File: config.mk
export PLATFORM = sky130hd
export DESIGN_NAME = spi_os_slave
export DESIGN_NICKNAME = d
export VERILOG_FILES = /design/src/rtl/spi_os_pkg.sv /design/src/rtl/spi_os_edges.sv /design/src/rtl/spi_os_buf.sv /design/src/rtl/spi_os_engine.sv /design/src/rtl/spi_os_slave.sv
export SDC_FILE = /design/constraint.sdc
export NUM_CORES = 1
export LEC_CHECK = 0
export CORE_MARGIN = 8
export CORE_UTILIZATION = 40
export DETAILED_ROUTE_END_ITERATION = 8
export SYNTH_ARGS = -nofsm -noshare
export SYNTH_HDL_FRONTEND = slang
export SYNTH_SLANG_ARGS = --single-unit
File: constraint.sdc
create_clock -name clk -period 12.5 [get_ports clk]
set_input_delay 3.125 -clock clk [delete_from_list [all_inputs] [get_ports clk]]
set_output_delay 3.125 -clock clk [all_outputs]
set_load 0.05 [all_outputs]
File: src/rtl/spi_os_pkg.sv
package spi_os_pkg;
    typedef enum logic [1:0] {
        ST_IDLE = 2'd0,
        ST_XFER = 2'd1,
        ST_WRAP = 2'd2
    } eng_state_t;
endpackage

File: src/rtl/spi_os_edges.sv
// Resynchronises the SPI pins and recovers SCLK / CS edges.
module spi_os_edges #(
    parameter int STAGES = 2
) (
    input  logic clk,
    input  logic rst_n,
    input  logic sclk_i,
    input  logic cs_n_i,
    input  logic mosi_i,
    output logic sclk_rise,
    output logic sclk_fall,
    output logic cs_fall,
    output logic cs_rise,
    output logic mosi_s
);
    // bit 0: sclk, bit 1: cs_n, bit 2: mosi
    localparam logic [2:0] PIN_RST = 3'b010;

    logic [2:0] chain [STAGES];
    logic [2:0] last;
    logic [2:0] cur;

    always_ff @(posedge clk or negedge rst_n) begin
        if (!rst_n) begin
            for (int i = 0; i < STAGES; i++) chain[i] <= PIN_RST;
            last <= PIN_RST;
        end else begin
            chain[0] <= {mosi_i, cs_n_i, sclk_i};
            for (int i = 1; i < STAGES; i++) chain[i] <= chain[i-1];
            last <= chain[STAGES-1];
        end
    end

    always_comb begin
        cur       = chain[STAGES-1];
        sclk_rise = cur[0] & ~last[0];
        sclk_fall = ~cur[0] & last[0];
        cs_fall   = ~cur[1] & last[1];
        cs_rise   = cur[1] & ~last[1];
        mosi_s    = cur[2];
    end
endmodule

File: src/rtl/spi_os_buf.sv
// Byte buffer: one write port, two combinational read ports.
module spi_os_buf #(
    parameter int DEPTH = 64,
    localparam int AW = $clog2(DEPTH)
) (
    input  logic          clk,
    input  logic          we,
    input  logic [AW-1:0] waddr,
    input  logic [7:0]    wdata,
    input  logic [AW-1:0] raddr_a,
    output logic [7:0]    rdata_a,
    input  logic [AW-1:0] raddr_b,
    output logic [7:0]    rdata_b
);
    logic [7:0] mem [DEPTH];

    always_ff @(posedge clk) begin
        if (we) mem[waddr] <= wdata;
    end

    always_comb begin
        rdata_a = mem[raddr_a];
        rdata_b = mem[raddr_b];
    end
endmodule

File: src/rtl/spi_os_engine.sv
// Transaction state machine and shift datapath.
module spi_os_engine
    import spi_os_pkg::*;
#(
    parameter int DEPTH = 64,
    localparam int AW = $clog2(DEPTH),
    localparam int CW = $clog2(DEPTH + 1)
) (
    input  logic          clk,
    input  logic          rst_n,
    input  logic          soft_rst,
    input  logic [1:0]    mode,
    input  logic          rx_lsb,
    input  logic          tx_lsb,
    input  logic          early_miso,
    input  logic          sclk_rise,
    input  logic          sclk_fall,
    input  logic          cs_fall,
    input  logic          cs_rise,
    input  logic          mosi_s,
    input  logic          done_ack,
    input  logic [7:0]    tx_byte,
    output logic [AW-1:0] tx_addr,
    output logic          wr_en,
    output logic [AW-1:0] wr_addr,
    output logic [7:0]    wr_data,
    output logic          miso,
    output logic          busy,
    output logic          done,
    output logic [CW-1:0] rx_count
);
    localparam logic [CW-1:0] FULL = CW'(DEPTH);

    eng_state_t    state, state_nx;
    logic [7:0]    rx_sh;
    logic [2:0]    rx_bits;
    logic [CW-1:0] byte_ptr;
    logic [2:0]    tx_bits;
    logic [CW-1:0] tx_ptr;
    logic          tx_live;

    logic cpol, cpha, lead, trail, samp, shft, adv, early_on, full;
    logic [7:0] rx_next;
    logic [2:0] bsel;

    always_comb begin
        cpol     = mode[1];
        cpha     = mode[0];
        lead     = cpol ? sclk_fall : sclk_rise;
        trail    = cpol ? sclk_rise : sclk_fall;
        samp     = cpha ? trail : lead;
        shft     = cpha ? lead : trail;
        early_on = early_miso & ~cpha;
        adv      = early_on ? samp : shft;
        full     = (byte_ptr == FULL);
        rx_next  = rx_lsb ? {mosi_s, rx_sh[7:1]} : {rx_sh[6:0], mosi_s};
        bsel     = tx_lsb ? tx_bits : ~tx_bits;
    end

    // next-state logic
    always_comb begin
        state_nx = state;
        unique case (state)
            ST_IDLE: if (cs_fall) state_nx = ST_XFER;
            ST_XFER: if (cs_rise) state_nx = ST_WRAP;
            ST_WRAP: state_nx = ST_IDLE;
            default: state_nx = ST_IDLE;
        endcase
        if (soft_rst) state_nx = ST_IDLE;
    end

    // state register
    always_ff @(posedge clk or negedge rst_n) begin
        if (!rst_n) state <= ST_IDLE;
        else        state <= state_nx;
    end

    // datapath registers
    always_ff @(posedge clk or negedge rst_n) begin
        if (!rst_n) begin
            rx_sh    <= '0;
            rx_bits  <= '0;
            byte_ptr <= '0;
            tx_bits  <= '0;
            tx_ptr   <= '0;
            tx_live  <= 1'b0;
            done     <= 1'b0;
            rx_count <= '0;
        end else if (soft_rst) begin
            rx_bits  <= '0;
            byte_ptr <= '0;
            tx_bits  <= '0;
            tx_ptr   <= '0;
            tx_live  <= 1'b0;
            done     <= 1'b0;
        end else begin
            unique case (state)
                ST_IDLE: begin
                    rx_bits <= '0;
                    tx_bits <= '0;
                    tx_ptr  <= '0;
                    tx_live <= 1'b0;
                    if (done_ack) done <= 1'b0;
                    if (cs_fall) begin
                        byte_ptr <= '0;
                        done     <= 1'b0;
                        tx_live  <= ~cpha;
                    end
                end
                ST_XFER: begin
                    if (samp) begin
                        rx_sh   <= rx_next;
                        rx_bits <= rx_bits + 3'd1;
                        if (rx_bits == 3'd7 && !full) byte_ptr <= byte_ptr + CW'(1);
                    end
                    if (adv) begin
                        if (!tx_live) begin
                            tx_live <= 1'b1;
                        end else begin
                            tx_bits <= tx_bits + 3'd1;
                            if (tx_bits == 3'd7 && tx_ptr != FULL) tx_ptr <= tx_ptr + CW'(1);
                        end
                    end
                end
                ST_WRAP: begin
                    rx_count <= byte_ptr;
                    done     <= 1'b1;
                end
                default: ;
            endcase
        end
    end

    // outputs
    always_comb begin
        busy    = (state != ST_IDLE);
        wr_en   = (state == ST_XFER) && samp && (rx_bits == 3'd7) && !full;
        wr_addr = byte_ptr[AW-1:0];
        wr_data = rx_next;
        tx_addr = tx_ptr[AW-1:0];
        miso    = (state == ST_XFER) && tx_live && (tx_ptr < FULL) ? tx_byte[bsel] : 1'b0;
    end
endmodule

File: src/rtl/spi_os_slave.sv
module spi_os_slave #(
    parameter int DEPTH = 64,
    parameter int SYNC_STAGES = 2,
    localparam int AW = $clog2(DEPTH),
    localparam int CW = $clog2(DEPTH + 1)
) (
    input  logic          clk,
    input  logic          rst_n,
    input  logic          soft_rst,
    input  logic [1:0]    mode,
    input  logic          rx_lsb,
    input  logic          tx_lsb,
    input  logic          early_miso,
    input  logic          sclk,
    input  logic          cs_n,
    input  logic          mosi,
    output logic          miso,
    input  logic          host_we,
    input  logic [AW-1:0] host_addr,
    input  logic [7:0]    host_wdata,
    output logic [7:0]    host_rdata,
    input  logic          done_ack,
    output logic          done,
    output logic [CW-1:0] rx_count
);
    logic sclk_rise, sclk_fall, cs_fall, cs_rise, mosi_s;
    logic eng_we, eng_busy, buf_we;
    logic [AW-1:0] eng_waddr, tx_addr, buf_waddr;
    logic [7:0] eng_wdata, tx_byte, host_raw, buf_wdata;

    spi_os_edges #(.STAGES(SYNC_STAGES)) u_edges (
        .clk(clk), .rst_n(rst_n),
        .sclk_i(sclk), .cs_n_i(cs_n), .mosi_i(mosi),
        .sclk_rise(sclk_rise), .sclk_fall(sclk_fall),
        .cs_fall(cs_fall), .cs_rise(cs_rise), .mosi_s(mosi_s)
    );

    spi_os_engine #(.DEPTH(DEPTH)) u_eng (
        .clk(clk), .rst_n(rst_n), .soft_rst(soft_rst),
        .mode(mode), .rx_lsb(rx_lsb), .tx_lsb(tx_lsb), .early_miso(early_miso),
        .sclk_rise(sclk_rise), .sclk_fall(sclk_fall),
        .cs_fall(cs_fall), .cs_rise(cs_rise), .mosi_s(mosi_s),
        .done_ack(done_ack), .tx_byte(tx_byte), .tx_addr(tx_addr),
        .wr_en(eng_we), .wr_addr(eng_waddr), .wr_data(eng_wdata),
        .miso(miso), .busy(eng_busy), .done(done), .rx_count(rx_count)
    );

    always_comb begin
        buf_we     = eng_we | (host_we & ~eng_busy);
        buf_waddr  = eng_we ? eng_waddr : host_addr;
        buf_wdata  = eng_we ? eng_wdata : host_wdata;
        host_rdata = eng_busy ? 8'h00 : host_raw;
    end

    spi_os_buf #(.DEPTH(DEPTH)) u_buf (
        .clk(clk), .we(buf_we), .waddr(buf_waddr), .wdata(buf_wdata),
        .raddr_a(host_addr), .rdata_a(host_raw),
        .raddr_b(tx_addr), .rdata_b(tx_byte)
    );
endmodule

Yosys cells after proc, flatten, opt, wreduce, memory -nomap -nowiden --
Memories as Yosys holds them, arrays and structs flattened. Index checks and enable logic that the tools add are counted.
Storage, ports and cells: output and inout port bits 17, memory bits (writable) 512, ROM bits 0, register bits after elaboration 47, memories kept 1, bits in latches 0
Cells by class: order comparisons 2, equal/unequal tests 14, divide/modulo/power cells 0, multipliers 0, bitwise gates (word level) 15, mux-type cells 44, shift-type cells 0, $add $sub $neg 4, reductions and logical operators 21
Memory list:
- u_buf.mem | words 64, bits a word 8, read ports 2, clocked after memory_dff 0, wr ports 1, line spi_os_buf.sv:15 | logic [7:0] mem [DEPTH];
Operator list (count):
- 7-bit two-way mux | 8
- 7-bit case mux with 2 select lines | 2
- 8-bit two-way mux | 3
- 3-bit two-way mux | 6
- 1-bit two-way mux | 15
- 3-bit by 2-bit != test with 1-bit output (second input constant) | 5
- 7-bit by 1-bit adder with 7-bit output (second input constant) | 2
- 3-bit case mux with 2 select lines | 2
- 2-bit AND reduction | 5
- 4-bit AND reduction | 2
- 7-bit == test (second input constant) | 1
- 1-bit logical AND | 7
- 7-bit less-than comparator (second input constant) | 1
- 7-bit != test (second input constant) | 1
- 1-bit inverter | 7
- 3-bit by 1-bit adder with 3-bit output (second input constant) | 2
- 1-bit AND | 6
- 3-bit == test (second input constant) | 2
- 2-bit two-way mux | 3
- 6-bit two-way mux | 1
- 3-bit != test (second input constant) | 2
- 3-bit AND reduction | 2
- 3-bit nonzero test | 2
- 3-bit by 4-bit less-than comparator with 1-bit output (second input constant) | 1
- 11 further kinds | 12

Longest topological paths before layout --
Gate-level depths: netlist (run 1).
depth after elaboration 10, gate-level depth with buffers 12, depth with buffers taken out 9

Modules after synthesis --
A second synthesis (run 1) with hierarchy kept.
Second synthesis, totals: cells, all modules 1469, area, all modules 26865.8 sq um
Modules (own cells, without submodules):
- spi_os_buf | area an instance 23954.2 sq um, cells each 1195, instances 1
- spi_os_engine | area an instance 2387.3 sq um, cells each 236, instances 1
- spi_os_slave | area an instance 285.3 sq um, cells each 26, instances 1
- spi_os_edges | area an instance 239.0 sq um, cells each 12, instances 1

Least setup slack after synthesis (run 1) --
No wires, ideal clock.
kind input to output, start point input host_addr[0], end point output host_rdata[0], buffers on the path 2, required time 9.375 ns, cell stages on the path 6, path slack 3.816 ns, data arrival time 5.559 ns, cells stage by stage clkbuf_1 > clkbuf_1 > mux4_2 > mux4_2 > mux4_2 > and2_1
On the way: word-level cells in the longest chain between the ends 2
Ends and longest elaborated chain:
- from (decl) | line spi_os_slave.sv:19 | input logic [AW-1:0] host_addr,
- memory 64 x 8 bit
- 8-bit two-way mux | line spi_os_slave.sv:52 | host_rdata = eng_busy ? 8'h00 : host_raw;
- to (decl) | line spi_os_slave.sv:21 | output logic [7:0] host_rdata,
No other way between the ends.

Worst setup path after layout (run 1) --
start point input host_addr[0], end point output host_rdata[4]
The elaborated chain is that of the path after synthesis.

==> impl_results.rst, run 1 <==
.. list-table::
   :header-rows: 1

   * - Metric
     - Value
   * - CTS H-tree depth
     - 2
   * - Number of global-route vias before repair
     - approximately 15000
   * - Remaining DRCs
     - 0
   * - Run status
     - finished clean
   * - Max cap viols
     - 0
   * - Startpoint of the lowest-slack register-to-register path
     - u_eng.byte_ptr[0]$_DFFE_PN0P_
   * - Share of final-layout standard cells stronger than drive strength 1
     - 0.302
   * - Maximum net fanout on the critical path
     - 55
   * - Highest cell delay on the worst timing path
     - about 0.70 ns
   * - Clk_lat worst skew
     - 0.63 ns
   * - Layout Cells excl Fill
     - between 2000 and 2500
   * - Ant. Diodes
     - 0
   * - Max-slew violation count
     - 0
   * - Sum Neg Setup Slack
     - 0 ns
   * - Req. time, crit path
     - 9.38 ns
   * - FF-to-FF path depth
     - 10
   * - Die footprint
     - 75000 um^2
   * - Power spent charging and discharging nets
     - approximately 0.91 mW
   * - End point of the critical path
     - host_rdata[4]
   * - Reg2reg setup slack
     - approximately 8 ns
   * - Post-Route WL
     - approximately 73000 um
   * - Detailed Place HPWL
     - around 47000 um
   * - Net count of the mapped netlist
     - between 1000 and 1500
   * - Sort of element at the start of the critical path
     - input port
   * - Longest Clk Path Bufs
     - 3
   * - Final-report hold violation count
     - 0
   * - Maximum number of pins on one net before global-route repair
     - 98
   * - Number of buffer and inverter stages on the critical path
     - 3
   * - Worst slew margin relative to its limit
     - 0.148
   * - RSZ-0062 raised after global routing
     - no
   * - Via count
     - between 10000 and 15000
   * - Cell count along the critical path
     - 7
   * - Cell at the root of the clock tree
     - sky130_fd_sc_hd__clkbuf_16
   * - Number of nets still failing antenna checks after routing
     - 0
   * - Number of vias per cell
     - 6.22
   * - VDD IR-drop max
     - ~0.00011 V
   * - RePlAce Congestion
     - ~0.89
   * - Final period demand of the worst path
     - roughly 10 ns
   * - # setup viols final
     - 0
   * - Critical path launch point
     - host_addr[0]
   * - Category of the most critical setup path
     - input port to primary output
   * - CTS tree
     - built
   * - Post-CTS Hold Fix Bufs
     - 0
   * - Highest clock frequency the design can meet
     - 0.0998 GHz
   * - First-pass GRT wire length
     - roughly 110000 um
   * - Clock tree skew after final layout
     - around 0.032 ns
   * - DRC marker count from the first detailed-route iteration
     - approximately 1900
   * - Combined global-route utilization of all metal layers
     - 0.196
   * - Number of enable flip-flop cells after synthesis
     - just over 500
   * - Final net count
     - approximately 1500
   * - Kind of cell adding the most delay to the critical path
     - multiplexers
   * - Relative contribution of sequential cells to total power
     - 0.514
   * - Clock slew at the register clock pins of the worst setup and hold paths
     - 0.06 ns
   * - Number of top-level design ports
     - 44
   * - Series of cell instances along the critical path
     - clkbuf_8, buf_12, mux4_2, mux4_2, mux4_2, and2_1, clkdlybuf4s50_1
   * - Pleak
     - 9.28 nW
   * - Die Width
     - 274 um
   * - Mapped Area
     - 26600 um^2
   * - Cell Rows
     - between 90 and 100
   * - Period utilization
     - 0.802
   * - Instance count of the mapped netlist
     - roughly 1400
   * - Vertical extent of the die
     - ~270 um
   * - Hold_ws
     - roughly 0.35 ns
   * - Number of flip-flops and latches in the synthesized netlist
     - 559
   * - Post-CTS Repair Setup Buffers
     - 0
   * - Area delta synth->final
     - 11.8%
   * - Most frequently used flop master after synthesis
     - sky130_fd_sc_hd__edfxtp_1
   * - CP Data Arrival Time
     - 6.90 ns
   * - Switching part of the total power
     - 0.227
   * - Logic gate share of total power
     - 0.076
   * - Routed length per instance
     - approximately 31 um
   * - Cells after DPL
     - around 2300
   * - Clock network fraction of design power
     - 0.410
   * - Initial Util
     - 0.404
   * - Synth cell types
     - 64
   * - Total power density per cell area
     - 135 nW/um^2
   * - Worst reg2reg path endpoint
     - u_buf.mem[25][7]$_DFFE_PP_
   * - Clock sink count
     - ~560
   * - Total CTS buffers
     - 57
   * - Post-synthesis average cell area
     - 18.7 um^2
   * - Initial antenna violation count
     - 5
   * - Sum of internal, switching and leakage power
     - roughly 4.0 mW
   * - Count of cells resized by post-cts repair
     - 0
   * - Slew of the pin with the lowest slew margin
     - 1.27 ns
   * - Cell at the slowest stage of the critical path
     - sky130_fd_sc_hd__clkdlybuf4s50_1
   * - Hold Crit Class
     - flip-flop to flip-flop
   * - Number of warnings issued by yosys
     - 0
   * - Worst setup timing slack at the placement stage
     - roughly 2.4 ns
   * - P_int
     - 3.10 mW
   * - Endpoint kind of the worst setup timing path
     - primary output
   * - Area of the placeable core
     - around 66000 um^2
   * - Worst Setup Slack, final
     - 2.48 ns
   * - Sum of overflow across all layers after global routing
     - 0
   * - FFs w/ async S/R, synth
     - 0.0841
   * - Part of the Yosys area used for sequential elements
     - 0.623
   * - Top cell by count, worst path
     - sky130_fd_sc_hd__mux4_2
   * - First-pass DRT Iterations
     - 5
   * - Number of port buffers
     - 43
## synth_stat cells (7+ instances only)
master	number	area [um^2]
sky130_fd_sc_hd__nor2b_1	8	50.1
sky130_fd_sc_hd__edfxtp_1	512	15400
sky130_fd_sc_hd__o21ai_0	21	105
sky130_fd_sc_hd__a22oi_1	12	90.1
sky130_fd_sc_hd__mux2i_1	37	370
sky130_fd_sc_hd__nand3_1	18	90.1
sky130_fd_sc_hd__buf_2	14	70.1
sky130_fd_sc_hd__buf_4	17	128
sky130_fd_sc_hd__and2_1	11	68.8
sky130_fd_sc_hd__mux2_1	7	78.8
sky130_fd_sc_hd__dfrtp_1	44	1100
sky130_fd_sc_hd__inv_1	14	52.6
sky130_fd_sc_hd__clkbuf_1	45	169
sky130_fd_sc_hd__xnor2_1	9	78.8
sky130_fd_sc_hd__mux4_2	293	6600
sky130_fd_sc_hd__o22ai_1	14	87.6
sky130_fd_sc_hd__nor2_1	111	417
sky130_fd_sc_hd__nand2_1	44	165
sky130_fd_sc_hd__ha_1	8	100
sky130_fd_sc_hd__nor3_1	9	45.0
sky130_fd_sc_hd__nand2b_1	7	43.8
sky130_fd_sc_hd__a21oi_1	24	120
sky130_fd_sc_hd__buf_1	16	60.1
sky130_fd_sc_hd__mux2_2	17	191
## through the flow
| step | cell area (um^2) | util |
|---|---|---|
| 2_1_floorplan | 26600 | - |
| 3_3_place_gp | 27900 | 0.425 |
| 3_5_place_dp | 27900 | 0.425 |
| 4_1_cts | 29700 | 0.452 |
| 5_1_grt | 29700 | 0.452 |
| 6_report | 29700 | 0.452 |
## worst reg2reg max path, cell delays in order, from the launching register on
cell,delay (ns)
sky130_fd_sc_hd__dfrtp_1,0.57
sky130_fd_sc_hd__inv_1,0.09
sky130_fd_sc_hd__ha_1,0.21
sky130_fd_sc_hd__nand2_1,0.07
sky130_fd_sc_hd__o21ai_2,0.12
sky130_fd_sc_hd__nor3b_4,0.20
sky130_fd_sc_hd__buf_4,0.49
sky130_fd_sc_hd__mux2i_2,0.49
sky130_fd_sc_hd__and2_1,0.27
sky130_fd_sc_hd__nand2_1,0.42
sky130_fd_sc_hd__nor2_1,1.01
## power by group through the flow
stage               Combinational, mW  Sequential, mW  Clock, mW
CTS                             0.306            2.06       1.68
detailed placement              0.306            2.10          0
floorplan                       0.200            2.10          0
finish                          0.304            2.06       1.65
global route                    0.320            2.06       1.74
global placement                0.303            2.10          0
## cells by family after synthesis
| logic type | after synthesis | synth area share |
|---|---|---|
| compound gates | 123 | 0.0307 |
| xor+xnor | 15 | 0.00494 |
| fa+ha+maj | 8 | 0.00377 |
| buf+inv | 112 | 0.0197 |
| flops | 559 | 0.623 |
| mux | 359 | 0.276 |
| simple gates | 243 | 0.0426 |
## flip-flops by register name, summed over array words and instances, names as in the netlist
signal and flops:
u_edges.cur 3, u_eng.tx_ptr 7, u_eng.tx_bits 3, u_eng.rx_sh 8, u_eng.done 1, u_eng.tx_live 1
u_eng.byte_ptr 7, u_eng.rx_count 7, u_buf.mem 512, u_edges.last 2, u_edges.chain 3, u_eng.rx_bits 3
u_eng.state 2
## routing by layer
metal  part of all wire  routed length, um  track usage  vias to the layer above
met5            0.00018                 13            0                        -
met4              0.037               2720       0.0764                        2
met3              0.088               6430       0.0324                      123
met2               0.46              33800        0.300                      733
met1               0.41              30300        0.279                     7777
li1                   -                  -            -                     6045
## area by class of cell
class                           instances  area [um^2]
Fill cell                            5499        36000
Timing Repair Buffer                   66          618
Sequential cell                       559        16600
Clock inverter                         39          280
Clock buffer                           68         1510
Tap cell                              864         1080
Inverter                               17         63.8
Multi-Input combinational cell        748         9610
## placed cells by master, fill, tap and decap left out, types with 6 or more instances in the layout
cell type,count
sky130_fd_sc_hd__clkbuf_16,59
sky130_fd_sc_hd__edfxtp_1,512
sky130_fd_sc_hd__ha_1,8
sky130_fd_sc_hd__nor4_1,6
sky130_fd_sc_hd__o211ai_1,6
sky130_fd_sc_hd__clkdlybuf4s50_1,38
sky130_fd_sc_hd__mux2_2,17
sky130_fd_sc_hd__o21ai_0,21
sky130_fd_sc_hd__clkinv_2,14
sky130_fd_sc_hd__nor3_1,7
sky130_fd_sc_hd__clkbuf_1,9
sky130_fd_sc_hd__xnor2_1,9
sky130_fd_sc_hd__dfrtp_1,41
sky130_fd_sc_hd__clkinv_1,14
sky130_fd_sc_hd__xor2_1,6
sky130_fd_sc_hd__clkinvlp_4,6
sky130_fd_sc_hd__nand3_1,18
sky130_fd_sc_hd__or3_1,6
sky130_fd_sc_hd__a22oi_1,12
sky130_fd_sc_hd__mux2i_1,37
sky130_fd_sc_hd__and2_1,11
sky130_fd_sc_hd__mux4_2,293
sky130_fd_sc_hd__nand2b_1,7
sky130_fd_sc_hd__a21oi_4,8
sky130_fd_sc_hd__inv_1,14
sky130_fd_sc_hd__buf_4,21
sky130_fd_sc_hd__nand2_1,44
sky130_fd_sc_hd__nor2_1,111
sky130_fd_sc_hd__o22ai_1,14
sky130_fd_sc_hd__a21oi_1,16
sky130_fd_sc_hd__a2111oi_0,6
sky130_fd_sc_hd__mux2_1,7
sky130_fd_sc_hd__nor2b_1,8
## worst min-delay path by stage
stage / startpoint / to / slack, ns / depth (start not counted)
floorplan: u_edges.chain[3]$_DFF_PN0_ / u_edges.cur[0]$_DFF_PN0_ / 0.33 / 0
global placement: u_edges.chain[5]$_DFF_PN0_ / u_edges.cur[2]$_DFF_PN0_ / 0.34 / 0
detailed placement: u_edges.chain[5]$_DFF_PN0_ / u_edges.cur[2]$_DFF_PN0_ / 0.34 / 0
CTS: u_edges.chain[5]$_DFF_PN0_ / u_edges.cur[2]$_DFF_PN0_ / 0.35 / 0
global route: u_edges.chain[5]$_DFF_PN0_ / u_edges.cur[2]$_DFF_PN0_ / 0.36 / 0
finish: u_edges.chain[5]$_DFF_PN0_ / u_edges.cur[2]$_DFF_PN0_ / 0.35 / 0
Note: power is estimated with default switching activity, not from simulation.
==> inputs of run 2 (changes only) <==
Clock period 12.5 ns to 10.3 ns, I/O delays scaled along.
==> impl_results.rst, run 2 (synthesized netlist as in run 1, its figures left out) <==
.. list-table::
   :header-rows: 1

   * - Metric
     - Value
   * - Longest Clk Path Bufs
     - 3 (unchanged)
   * - Highest clock frequency the design can meet
     - ~0.11 GHz
   * - Final-report hold violation count
     - 0 (unchanged)
   * - Final net count
     - 1501 (was 1484)
   * - Area of placed instances
     - 28100 um^2 (was 27900 um^2)
   * - WHS Endpoint
     - u_edges.cur[2]$_DFF_PN0_ (unchanged)
   * - Cell at the root of the clock tree
     - sky130_fd_sc_hd__clkbuf_16 (unchanged)
   * - Vertical extent of the die
     - 274 um (unchanged)
   * - Top cell by count, worst path
     - sky130_fd_sc_hd__mux4_2 (unchanged)
   * - CTS H-tree depth
     - 2 (unchanged)
   * - Sum of overflow across all layers after global routing
     - 0 (unchanged)
   * - FF-to-FF path depth
     - 8 (was 10)
   * - Worst slew margin relative to its limit
     - 0.180 (was 0.148)
   * - Number of port buffers
     - 43 (unchanged)
   * - Detailed Place HPWL
     - 47400 um (was 46700 um)
   * - Worst Setup Slack, final
     - 1.44 ns (was 2.48 ns)
   * - First-pass DRT Iterations
     - 5 (unchanged)
   * - Ant. Diodes
     - 0 (unchanged)
   * - Max cap viols
     - 0 (unchanged)
   * - RePlAce Congestion
     - 0.922 (was 0.893)
   * - Via count
     - 14788 (was 14680)
   * - Clock sink count
     - 559 (unchanged)
   * - Count of cells resized by post-cts repair
     - 0 (unchanged)
   * - Post-CTS Hold Fix Bufs
     - 0 (unchanged)
   * - Clock tree skew after final layout
     - 0.0108 ns (was 0.0317 ns)
   * - VDD IR-drop max
     - 0.000119 V (was 0.000105 V)
   * - Top library cells by usage in the layout, fill and taps aside
     - 512 x sky130_fd_sc_hd__edfxtp_1, 293 x sky130_fd_sc_hd__mux4_2, 111 x sky130_fd_sc_hd__nor2_1 (unchanged)
   * - Remaining DRCs
     - 0 (unchanged)
   * - Hold Crit Class
     - flip-flop to flip-flop (unchanged)
   * - # setup viols final
     - 0 (unchanged)
   * - Hold_ws
     - 0.348 ns (was 0.350 ns)
   * - Sum Neg Setup Slack
     - 0 ns (unchanged)
   * - Maximum net fanout on the critical path
     - 64 (was 55)
   * - Area delta synth->final
     - 12.9% (was 11.8%)
   * - Number of global-route vias before repair
     - 14988 (was 14701)
   * - Critical path launch point
     - host_addr[0] (unchanged)
   * - Worst reg2reg path endpoint
     - u_buf.mem[9][3]$_DFFE_PP_ (was u_buf.mem[25][7]$_DFFE_PP_)
   * - Reg2reg setup slack
     - 6.03 ns (was 8.15 ns)
   * - CTS tree
     - built (unchanged)
   * - RSZ-0062 raised after global routing
     - no (unchanged)
   * - Area of the placeable core
     - 65700 um^2 (unchanged)
   * - Clk_lat worst skew
     - 0.62 ns (was 0.63 ns)
   * - Total power density per cell area
     - 166 nW/um^2 (was 135 nW/um^2)
   * - Commonest non-fill, non-tap cell in the layout
     - sky130_fd_sc_hd__edfxtp_1 (unchanged)
   * - Clock slew at the register clock pins of the worst setup and hold paths
     - 0.06 ns (about the same)
   * - Pleak
     - 9.45 nW (was 9.28 nW)
   * - Maximum number of pins on one net before global-route repair
     - 69 (was 98)
   * - Number of buffer and inverter stages on the critical path
     - 3 (unchanged)
   * - Number of top-level design ports
     - 44 (unchanged)
   * - Series of cell instances along the critical path
     - clkbuf_8, buf_12, mux4_2, mux4_2, mux4_2, and2_1, clkdlybuf4s50_1 (unchanged)
   * - Final instance area
     - 30000 um^2 (was 29700 um^2)
   * - Number of instances on the worst hold path
     - 0 (unchanged)
   * - Period utilization
     - 0.860
   * - Number of vias per cell
     - 6.22 (about the same)
   * - Run status
     - finished clean (unchanged)
   * - Category of the most critical setup path
     - input port to primary output (unchanged)
   * - Req. time, crit path
     - 7.73 ns (was 9.38 ns)
   * - Slew of the pin with the lowest slew margin
     - 1.23 ns (was 1.27 ns)
   * - Endpoint kind of the worst setup timing path
     - primary output (unchanged)
   * - Total CTS buffers
     - 57 (unchanged)
   * - Initial Util
     - 0.404 (unchanged)
   * - Routed length per instance
     - 31.1 um (about the same)
   * - Final core utilization
     - 0.456 (was 0.452)
   * - Final period demand of the worst path
     - roughly 8.9 ns
   * - Largest register FFs
     - 512 (unchanged)
   * - Number of nets still failing antenna checks after routing
     - 0 (unchanged)
   * - Combined global-route utilization of all metal layers
     - 0.198 (was 0.196)
   * - DRC marker count from the first detailed-route iteration
     - 1749 (was 1919)
   * - Sort of element at the start of the critical path
     - input port (unchanged)
   * - Largest Register
     - u_buf.mem (unchanged)
   * - Worst hold path startpoint
     - u_edges.chain[5]$_DFF_PN0_ (unchanged)
   * - CP Data Arrival Time
     - 6.29 ns (was 6.90 ns)
   * - Initial antenna violation count
     - 2 (was 5)
   * - Registers with the highest flip-flop counts
     - u_buf.mem: 512 flops, u_eng.rx_sh: 8 flops (unchanged)
   * - Cell at the slowest stage of the critical path
     - sky130_fd_sc_hd__clkdlybuf4s50_1 (unchanged)
   * - Highest cell delay on the worst timing path
     - 0.70 ns (about the same)
   * - Kind of cell adding the most delay to the critical path
     - buffers and inverters (was multiplexers)
   * - Max-slew violation count
     - 0 (unchanged)
   * - Cell Rows
     - 94 (unchanged)
   * - Post-Route WL
     - 73900 um (was 73300 um)
   * - Share of final-layout standard cells stronger than drive strength 1
     - 0.310 (was 0.302)
   * - Die Width
     - 274 um (unchanged)
   * - Post-CTS Repair Setup Buffers
     - 0 (unchanged)
   * - Startpoint of the lowest-slack register-to-register path
     - u_edges.cur[0]$_DFF_PN0_ (was u_eng.byte_ptr[0]$_DFFE_PN0P_)
   * - Die footprint
     - 75000 um^2 (unchanged)
   * - First-pass GRT wire length
     - 108000 um (was 107000 um)
   * - Worst setup timing slack at the placement stage
     - 1.39 ns (was 2.45 ns)
run 2: cell count changes in the layout (fill, tap and decap cells not counted), sizes merged:
cell / delta
inv: +1
buf: +17
clkinv: -2
clkinvlp: -3
clkbuf: +1
bufinv: +4
run 2: area by class of cell:
type | instances | area [um^2]
Fill cell | 5481 | 35700
Clock inverter | 39 | 370
Inverter | 17 | 63.8
Clock buffer | 69 | 1540
Tap cell | 864 | 1080
Multi-Input combinational cell | 748 | 9610
Timing Repair Buffer | 83 | 771
Sequential cell | 559 | 16600
run 2: worst max-delay path by stage:
stage	endpoint	depth (start not counted)
finish	host_rdata[4]	7
floorplan	host_rdata[0]	6
global placement	host_rdata[3]	7
CTS	host_rdata[3]	7
global route	host_rdata[6]	7
detailed placement	host_rdata[3]	7
run 2: worst reg2reg max path: stages (launching register included):
cell and delay (ns):
sky130_fd_sc_hd__dfrtp_1 0.39, sky130_fd_sc_hd__nand2b_1 0.17, sky130_fd_sc_hd__mux2i_2 0.45, sky130_fd_sc_hd__nor3b_4 0.27
sky130_fd_sc_hd__buf_4 0.48, sky130_fd_sc_hd__mux2i_2 0.46, sky130_fd_sc_hd__and2_1 0.26, sky130_fd_sc_hd__nand2_1 0.37
sky130_fd_sc_hd__nor2_1 1.04
run 2: where the power goes:
group / internal [mW] / leakage [nW] / switching (mW)
registers: 2.49 / 5.23 / 0.0120
logic: 0.153 / 3.28 / 0.215
clock network: 1.24 / 0.936 / 0.879
total: 3.88 / 9.45 / 1.11
run 2: layer usage:
layer,up-vias,global-route usage,part of all wire
li1,6085,-,-
met1,7895,0.277,0.41
met2,687,0.313,0.48
met3,117,0.0372,0.081
met4,4,0.0588,0.029
met5,-,0,0.00037
run 2: through the flow:
stage / total power [mW] / instances
after global routing: 5.12 / 2379
after global placement: 2.92 / 2271
after CTS: 5.02 / 2379
after floorplan: 2.79 / 1419
after detailed placement: 2.92 / 2271
final: 4.99 / 2379
